--- config.mk ---
export PLATFORM = sky130hd
export DESIGN_NAME = pwr_dep_ctrl
export DESIGN_NICKNAME = d
export VERILOG_FILES = /design/src/rtl/pdc_pkg.sv /design/src/rtl/pdc_dom_reg.sv /design/src/rtl/pdc_core_fsm.sv /design/src/rtl/pwr_dep_ctrl.sv
export SDC_FILE = /design/constraint.sdc
export NUM_CORES = 1
export LEC_CHECK = 0
export BUFFER_PORTS_ARGS = -buffer_cell sky130_fd_sc_hd__buf_2
export CORE_MARGIN = 3
export CORE_UTILIZATION = 45
export CTS_CLUSTER_DIAMETER = 80
export DETAILED_ROUTE_END_ITERATION = 6
export PLACE_DENSITY = 0.8
export SETUP_SLACK_MARGIN = 0.3
export SYNTH_ARGS = -nofsm -noshare
export SYNTH_HDL_FRONTEND = slang
export SYNTH_SLANG_ARGS = --single-unit
--- constraint.sdc ---
create_clock -name clk -period 2.1 [get_ports clk]
set_input_delay 0 -clock clk [delete_from_list [all_inputs] [get_ports clk]]
set_output_delay 0 -clock clk [all_outputs]
set_load 0.02 [all_outputs]
--- src/rtl/pdc_pkg.sv ---
package pdc_pkg;

  localparam logic [1:0] PW_OFF = 2'b00;
  localparam logic [1:0] PW_RET = 2'b01;
  localparam logic [1:0] PW_ON  = 2'b10;

  localparam logic [2:0] LP_RUN   = 3'd0;
  localparam logic [2:0] LP_SLEEP = 3'd1;
  localparam logic [2:0] LP_DSRET = 3'd2;
  localparam logic [2:0] LP_DSEWC = 3'd3;
  localparam logic [2:0] LP_PARK  = 3'd4;

  localparam logic [1:0] SS_OFF = 2'd0;
  localparam logic [1:0] SS_HIB = 2'd1;
  localparam logic [1:0] SS_RET = 2'd2;
  localparam logic [1:0] SS_ON  = 2'd3;

  typedef enum logic [1:0] {CS_ON, CS_RET, CS_EWC, CS_PARK} core_st_e;

  function automatic logic [1:0] sys_state_f(input logic [1:0] sysc, input logic others_live);
    if (sysc == PW_ON)       return SS_ON;
    else if (sysc == PW_RET) return SS_RET;
    else if (others_live)    return SS_HIB;
    else                     return SS_OFF;
  endfunction

  function automatic logic [1:0] sys_target_f(input logic need_on, input logic need_ret);
    if (need_on)       return PW_ON;
    else if (need_ret) return PW_RET;
    else               return PW_OFF;
  endfunction

  function automatic logic [1:0] sram_target_f(input logic [1:0] sysc, input logic keep);
    if (sysc == PW_ON) return PW_ON;
    else if (keep)     return PW_RET;
    else               return PW_OFF;
  endfunction

  function automatic logic [1:0] core_pw_f(input core_st_e st);
    case (st)
      CS_ON:   return PW_ON;
      CS_RET:  return PW_RET;
      default: return PW_OFF;
    endcase
  endfunction

  function automatic logic clk_need_f(input logic [1:0] sysc, input logic [1:0] dbgc,
                                      input logic wake);
    return (sysc != PW_OFF) || (dbgc == PW_ON) || wake;
  endfunction

  function automatic logic lp_match_f(input logic [2:0] lp, input core_st_e st, input logic ret_en);
    case (lp)
      LP_SLEEP: return st == CS_ON;
      LP_DSRET: return st == (ret_en ? CS_RET : CS_ON);
      LP_DSEWC: return st == CS_EWC;
      LP_PARK:  return st == CS_PARK;
      default:  return 1'b0;
    endcase
  endfunction

endpackage

--- src/rtl/pdc_dom_reg.sv ---
module pdc_dom_reg
  import pdc_pkg::*;
(
  input  logic       clk,
  input  logic       rst_n,
  input  logic [1:0] want,
  input  logic [1:0] ack,
  output logic [1:0] cmd
);
  logic settled;
  assign settled = (ack == cmd);

  always_ff @(posedge clk) begin
    if (!rst_n)       cmd <= PW_OFF;
    else if (settled) cmd <= want;
  end
endmodule

--- src/rtl/pdc_core_fsm.sv ---
module pdc_core_fsm
  import pdc_pkg::*;
#(
  parameter int RET_EN = 1
) (
  input  logic       clk,
  input  logic       rst_n,
  input  logic [2:0] lp_req,
  input  logic       irq,
  input  logic       ppu_wr,
  input  logic [1:0] ack,
  input  logic       sys_on,
  input  logic       clk_rdy,
  output logic [1:0] cmd,
  output logic       lp_ack,
  output logic       wake_req,
  output logic       hold_on
);
  localparam logic RET_OK = (RET_EN != 0);

  core_st_e st_q, st_d;
  logic settled, go_ok;

  assign cmd     = core_pw_f(st_q);
  assign settled = (ack == cmd);
  assign go_ok   = sys_on && clk_rdy;

  assign wake_req = (((st_q == CS_RET) || (st_q == CS_EWC)) && irq) ||
                    ((st_q == CS_PARK) && ppu_wr && sys_on);
  assign hold_on  = (st_q == CS_ON) || wake_req;
  assign lp_ack   = settled && lp_match_f(lp_req, st_q, RET_OK);

  always_comb begin
    st_d = st_q;
    if (settled) begin
      if (st_q == CS_ON) begin
        case (lp_req)
          LP_DSRET: st_d = RET_OK ? CS_RET : CS_ON;
          LP_DSEWC: st_d = CS_EWC;
          LP_PARK:  st_d = CS_PARK;
          default:  st_d = CS_ON;
        endcase
      end else if (wake_req && go_ok) begin
        st_d = CS_ON;
      end
    end
  end

  always_ff @(posedge clk) begin
    if (!rst_n) st_q <= CS_EWC;
    else        st_q <= st_d;
  end
endmodule

--- src/rtl/pwr_dep_ctrl.sv ---
module pwr_dep_ctrl
  import pdc_pkg::*;
#(
  parameter int NCORE       = 2,
  parameter int RET_EN      = 1,
  parameter int CORE_DBG_EN = 1
) (
  input  logic                 clk,
  input  logic                 rst_n,
  input  logic [3*NCORE-1:0]   core_lp_req,
  input  logic [NCORE-1:0]     core_irq,
  input  logic [NCORE-1:0]     core_ppu_wr,
  output logic [NCORE-1:0]     core_lp_ack,
  input  logic                 sys_pwr_req,
  input  logic                 dbg_pwr_req,
  input  logic                 crypto_pwr_req,
  input  logic [NCORE-1:0]     cdbg_pwr_req,
  input  logic [NCORE-1:0]     sram_keep,
  input  logic                 clk_rdy,
  output logic                 clk_req,
  output logic [1:0]           sys_cmd,
  input  logic [1:0]           sys_ack,
  output logic [2*NCORE-1:0]   core_cmd,
  input  logic [2*NCORE-1:0]   core_ack,
  output logic [2*NCORE-1:0]   cdbg_cmd,
  input  logic [2*NCORE-1:0]   cdbg_ack,
  output logic [1:0]           dbg_cmd,
  input  logic [1:0]           dbg_ack,
  output logic [1:0]           cry_cmd,
  input  logic [1:0]           cry_ack,
  output logic [2*NCORE-1:0]   sram_cmd,
  input  logic [2*NCORE-1:0]   sram_ack,
  output logic [1:0]           sys_state
);
  localparam int CW = 2 * NCORE;

  logic [NCORE-1:0] wake_v, hold_v, ret_v;
  logic [CW-1:0]    sram_want;
  logic             sys_on, wake_any, others_live, sys_need_on;
  logic [1:0]       sys_want, cry_want, dbg_want;

  assign sys_on = (sys_cmd == PW_ON);

  for (genvar g = 0; g < NCORE; g++) begin : g_dom
    pdc_core_fsm #(.RET_EN(RET_EN)) u_core (
      .clk      (clk),
      .rst_n    (rst_n),
      .lp_req   (core_lp_req[3*g +: 3]),
      .irq      (core_irq[g]),
      .ppu_wr   (core_ppu_wr[g]),
      .ack      (core_ack[2*g +: 2]),
      .sys_on   (sys_on),
      .clk_rdy  (clk_rdy),
      .cmd      (core_cmd[2*g +: 2]),
      .lp_ack   (core_lp_ack[g]),
      .wake_req (wake_v[g]),
      .hold_on  (hold_v[g])
    );
    assign ret_v[g] = (core_cmd[2*g +: 2] == PW_RET);

    assign sram_want[2*g +: 2] = sram_target_f(sys_cmd, sram_keep[g]);
    pdc_dom_reg u_sram (
      .clk (clk), .rst_n (rst_n),
      .want (sram_want[2*g +: 2]), .ack (sram_ack[2*g +: 2]), .cmd (sram_cmd[2*g +: 2])
    );

    if (CORE_DBG_EN != 0) begin : g_cdbg
      logic [1:0] cdbg_want;
      assign cdbg_want = cdbg_pwr_req[g] ? PW_ON : PW_OFF;
      pdc_dom_reg u_cdbg (
        .clk (clk), .rst_n (rst_n),
        .want (cdbg_want), .ack (cdbg_ack[2*g +: 2]), .cmd (cdbg_cmd[2*g +: 2])
      );
    end else begin : g_no_cdbg
      assign cdbg_cmd[2*g +: 2] = PW_OFF;
    end
  end

  // System domain: any live core, pending wake, crypto use or power-up request keeps it on
  assign sys_need_on = (|hold_v) || sys_pwr_req || crypto_pwr_req || (cry_cmd != PW_OFF);
  assign sys_want    = sys_target_f(sys_need_on, |ret_v);

  pdc_dom_reg u_sys (
    .clk (clk), .rst_n (rst_n), .want (sys_want), .ack (sys_ack), .cmd (sys_cmd)
  );

  assign cry_want = (crypto_pwr_req && ((cry_cmd == PW_ON) || (sys_on && clk_rdy))) ? PW_ON : PW_OFF;
  pdc_dom_reg u_cry (
    .clk (clk), .rst_n (rst_n), .want (cry_want), .ack (cry_ack), .cmd (cry_cmd)
  );

  assign dbg_want = dbg_pwr_req ? PW_ON : PW_OFF;
  pdc_dom_reg u_dbg (
    .clk (clk), .rst_n (rst_n), .want (dbg_want), .ack (dbg_ack), .cmd (dbg_cmd)
  );

  assign wake_any    = (|wake_v) || (crypto_pwr_req && (cry_cmd != PW_ON));
  assign clk_req     = clk_need_f(sys_cmd, dbg_cmd, wake_any);
  assign others_live = (|core_cmd) || (|cdbg_cmd) || (|dbg_cmd) || (|cry_cmd) || (|sram_cmd);
  assign sys_state   = sys_state_f(sys_cmd, others_live);
endmodule

# --- After elaboration in Yosys (flattened, before gate mapping) ---
# Cells that the tools add are included.
totals:
  reg_bits: 18
  latchBits: 0
  in_bits: 38
  elab_cells: 108
  n_memories: 0
  output_inout_bits: 23
  mem_bits_rw: 0
  rom_bits: 0
op_classes:
  n_eq_ne: 30
  n_mux: 23
  addsub: 0
  shifts: 0
  multipliers: 0
  n_bitwise: 0
  n_lt_le_gt_ge: 0
  n_reduce_logical: 46
  div: 0
ops:
  columns: ["cell", "n"]
  rows:
  - ["$mux 2", 13]
  - ["$eq 2x2->1", 9]
  - ["$logic_or 1x1->1", 17]
  - ["$eq 2x2->1 const B", 7]
  - ["$logic_and 1x1->1", 13]
  - ["$eq 3x2->1 const B", 4]
  - ["$pmux 2 s3", 2]
  - ["$reduce_or 4->1", 3]
  - ["$eq 2x1->1 const B", 5]
  - ["$reduce_or 2->1", 5]
  - ["$pmux 1 s4", 2]
  - ["$pmux 2 s2", 2]
  - ["$reduce_bool 2->1", 4]
  - ["$eq 3x1->1 const B", 2]
  - ["$eq 3x3->1 const B", 2]
  - ["$logic_not 2->1", 2]
  - ["$mux 1", 4]
  - ["$reduce_and 2->1", 2]
  - ["$ne 2x2->1 const B", 1]

# --- Logic depth before layout (Yosys ltp) ---
logic_depth:
  ltp_word: 10
  depth_mapped: 7
  depth_no_buf: 6

# --- Hierarchy ---
# Synthesis repeated with hierarchy kept, for this count alone.
unflattened:
  cells_unflattened: 177
  area_unflattened_um2: 1554.0
modules_own_cells:
  columns: ["module", "area_each_um2", "seq_area_each_um2", "cells_per_inst", "instances"]
  rows:
  - ["pdc_dom_reg", 113.9, 40.0, 12, 7]
  - ["pdc_core_fsm", 286.5, 40.0, 33, 2]
  - ["pwr_dep_ctrl", 183.9, 0.0, 27, 1]

# --- Worst setup path before layout ---
# Ideal clock, no wire load.
synth_path:
  kind: "reg2reg"
  start: "reg g_dom[1].u_core.st_q[0]"
  end: "reg g_dom[1].u_core.st_q[1]"
  required_ps: 1978
  path_buffers: 0
  setup_time_ps: 122
  period_less_slack_ps: 1679
  stages_incl_launch_ff: 7
  arrival_time_ps: 1557
  slack_ps: 421
  path_cell_list: "dfxtp_1 > inv_1 > ha_1 > or2_1 > a21oi_2 > nand4_1 > a311o_1"
synth_via:
  elab_cells_between_ends: 15
  classes_between: "4 x eq/ne; 2 x mux; 9 x reduce/logical"
synth_lines:
  columns: ["element", "line_no", "rtl"]
  rows:
  - ["from (decl)", "pdc_core_fsm.sv:21", "core_st_e st_q, st_d;"]
  - ["from (signal assigned)", "pdc_core_fsm.sv:51", "else st_q <= st_d;"]
  - ["$eq 2x1->1 / $logic_not 2->1 (equally long branches)", "pdc_pkg.sv:40", "case (st)"]
  - ["$pmux 2 s2 (*)", "pdc_pkg.sv:40", null]
  - ["via core_cmd[3]", "pwr_dep_ctrl.sv:23", "output logic [2*NCORE-1:0] core_cmd,"]
  - ["$eq 2x2->1 (*)", "pdc_core_fsm.sv:25", "assign settled = (ack == cmd);"]
  - ["$reduce_and 2->1 (no line) (*)", null, null]
# The timed path passes the listed nets; every way through them passes the cells marked *.
# A chain may end at the register's enable or synchronous reset.

# --- Worst setup path in the final report ---
layout_path:
  start: "reg g_dom[0].u_core.st_q[1]"
  end: "out sys_state[0]"
layout_via:
  elab_chain_len: 10
  elab_cells_between_ends: 11
  classes_between: "1 x eq/ne; 4 x mux; 6 x reduce/logical"
layout_lines:
  columns: ["element", "line_no", "rtl"]
  rows:
  - ["from (decl)", "pdc_core_fsm.sv:21", null]
  - ["from (signal assigned)", "pdc_core_fsm.sv:51", null]
  - ["$eq 2x1->1 / $logic_not 2->1 (equally long branches)", "pdc_pkg.sv:40", null]
  - ["$pmux 2 s2 (*)", "pdc_pkg.sv:40", null]
  - ["$reduce_or 4->1 (*)", "pwr_dep_ctrl.sv:99", "assign others_live = (|core_cmd) || (|cdbg_cmd) || (|dbg_cmd) || (|cry_cmd) || (|sram_cmd);"]
  - ["$logic_or 1x1->1 (*) (4 in a row)", "pwr_dep_ctrl.sv:99", null]
  - ["$mux 1 (*)", "pdc_pkg.sv:23", "else if (others_live) return SS_HIB;"]
  - ["$mux 2 (*)", "pdc_pkg.sv:22", "else if (sysc == PW_RET) return SS_RET;"]
  - ["$mux 2 (*)", "pdc_pkg.sv:21", "if (sysc == PW_ON) return SS_ON;"]
  - ["to (decl)", "pwr_dep_ctrl.sv:33", "output logic [1:0] sys_state"]
# Mark *: on every way between the ends. The rest lies on a longest branch, timed or not.

==> metrics <==
row cnt 17; Starting Density 0.497; register clock-pin slew on the reported worst setup and hold paths approximately 0.09 ns; WL per Instance 13.9 µm; Post-synth EDFFs 0; vias per cell 5.40; syn_area_per_cell about 8 µm²; drt pass-1 iters 4; Iteration-0 DRC Markers 29; Layout Nets 260; Comb power frac 0.316; count leader, synth o21ai_0; busiest layer in global routing met2; Min-Delay Path Class input port to flip-flop; peak fanout along the critical path 5; MaxCap Viol Count 0; Synth Register Bits 14; GRT overflow 0; CP Data Arrival Time 1.87 ns; detailed placement HPWL about 2500 µm; Hold Violations, Final 0; VDD IR max roughly 0.43 mV; clock share of power 0.274; vias in the first global route 1,258; post-synthesis async set-or-reset flop share 0; WS Path Type flip-flop to output port; post-synth top area share 0.241; I/O pin cnt 61; setup repair after global routing missed its margin true; H-tree depth 1; post-route setup TNS 0 ns; Synth cell types 36; port buffer count 56; Synth area leader dfxtp_1; worst skew pair latency between 0.2 and 0.3 ns; outcome complete, no violations; Int Pwr 0.483 mW; CTS tree yes; pwr/cell area 438 nW/µm²; Residual DRC 0; CP required between 2 and 2.5 ns; switching pwr approximately 0.23 mW; Final ANT Viol Nets 0; synth cell count leaders o21ai_0 (19), dfxtp_1 (14), inv_1 (14), nor2_1 (14), ha_1 (12); maximum number of pins on one net before global-route repair 14; CTS Buffer Depth 2; sequential power share 0.410; Worst Skew 0.000793 ns; met1 GRT Util 0.248; final period utilization 0.890; Synth Warn # 0; Die X 56.8 µm; synthesized instance count 146; Layout area overhead 39.8%; Top FF cell, synth dfxtp_1; first-pass GRT wire length 5420 µm; grt met2 use 0.363; routability cong. 0.795; final setup violation count 0; GRT met3 Usage 0.0414; vias post-DR 1,280; CP startpoint kind flip-flop; core area 2340 µm²; die footprint 3230 µm²; clk sink count 14; routed wire length 3300 µm; Cell Area, Synth 1160 µm²; Fmax 0.535 GHz; sequential element share of the synthesized area 0.241; max-slew violation count 0; All-Layer GR Usage 0.205; top cells by area, synth dfxtp_1 (24%), ha_1 (13%), o21ai_0 (8.2%); hold_ws 0.0287 ns; Die Height 56.8 µm; Sw Share 0.323; initial antenna violation count 0; Critical Path Sink Type output port; layout cells sized above 1 0.402; CTS buffer count 3; n_diodes 0; Root Driver clkbuf_4; Leak approximately 0.85 nW; minimum clock period about 1.9 ns
[cell type report]
class	count	area [µm²]
timing repair buffer	64	353
sequential	14	294
inverter	14	52.6
tap	28	35.0
fill	195	714
clock buffer	4	36.3
multi-input combinational	113	855
[path summary, 6_finish.rpt]
kind / endpoint / slack (ns) / start / cells after the start
worst min-delay path: u_sys.cmd[1]$_SDFFE_PN0N_ / 0.03 / rst_n / 3
worst max register to register: g_dom[1].u_core.st_q[1]$_SDFFE_PN1P_ / 0.40 / g_dom[1].u_core.st_q[1]$_SDFFE_PN1P_ / 6
worst min register to register: u_cry.cmd[1]$_SDFFE_PN0N_ / 0.53 / u_cry.cmd[1]$_SDFFE_PN0N_ / 2
worst max-delay path: sys_state[0] / 0.23 / g_dom[0].u_core.st_q[1]$_SDFFE_PN1P_ / 7
[routing by layer]
metal  vias to the layer above  part of all wire
met2                        47              0.51
met4                         0             0.016
met3                         6             0.059
li1                        637                 -
met1                       590              0.42
met5                         -                 0
[cell families after synthesis]
logic type | after synthesis | share of synthesized area
adder cells (fa/ha/maj) | 12 | 0.129
AND/OR/NAND/NOR | 42 | 0.211
other | 1 | 0.00323
XOR/XNOR | 10 | 0.0754
multiplexers | 2 | 0.0172
AO/OA/AOI/OAI | 43 | 0.229
flip-flops | 14 | 0.241
buffers and inverters | 22 | 0.0936
[critical path: stages, from the launching register on]
cell and delay [ns]:
dfxtp_2 0.35, inv_2 0.06, ha_4 0.17, or3_4 0.38, nor4_4 0.13, a31oi_1 0.10, or2_1 0.25, buf_4 0.16
[per-stage QoR]
stage	util	setup WS, ns	power (mW)	instance area [µm²]	cells
after CTS	0.661	0.218	0.700	1550	235
after floorplan	-	0.421	0.423	1170	149
after global placement	0.612	0.410	0.491	1430	225
final	0.695	0.231	0.713	1630	237
after detailed placement	0.612	0.347	0.498	1430	225
after global routing	0.695	0.139	0.755	1630	237
[sequential cells by signal, summed over array words and instances, names as in the netlist]
| register | count |
|---|---|
| g_dom.u_core.st_q | 4 |
| g_dom.u_sram.cmd | 4 |
| g_dom.g_cdbg.u_cdbg.cmd | 2 |
| u_sys.cmd | 2 |
| u_cry.cmd | 1 |
| u_dbg.cmd | 1 |
[cells in the final DEF, fill, tap and decap left out, types with 4 or more instances in the layout]
cell type / count
xor2_1: 8
a21oi_1: 10
buf_2: 55
conb_1: 4
o21ai_0: 19
dlygate4sd3_1: 4
inv_1: 11
buf_4: 5
nor2_1: 13
and3b_1: 5
dfxtp_1: 9
or2_1: 4
ha_1: 9
[power by group through the flow]
stage / Sequential [mW] / Combinational [mW] / Clock [mW]
global placement: 0.298 / 0.193 / 0
finish: 0.292 / 0.225 / 0.195
CTS: 0.292 / 0.209 / 0.199
global route: 0.295 / 0.248 / 0.212
floorplan: 0.310 / 0.113 / 0
detailed placement: 0.299 / 0.199 / 0
[timing repair]
action / in CTS / in global routing
pin swaps: 0 / 2
cloned: 0 / 0
setup buffers: 2 / 2
hold endpoints to repair: 4 / 0
hold buffers: 4 / 0
resized for setup: 10 / 14
setup endpoints to repair: 3 / 4
No activity file was read; power rests on OpenSTA's default activity.
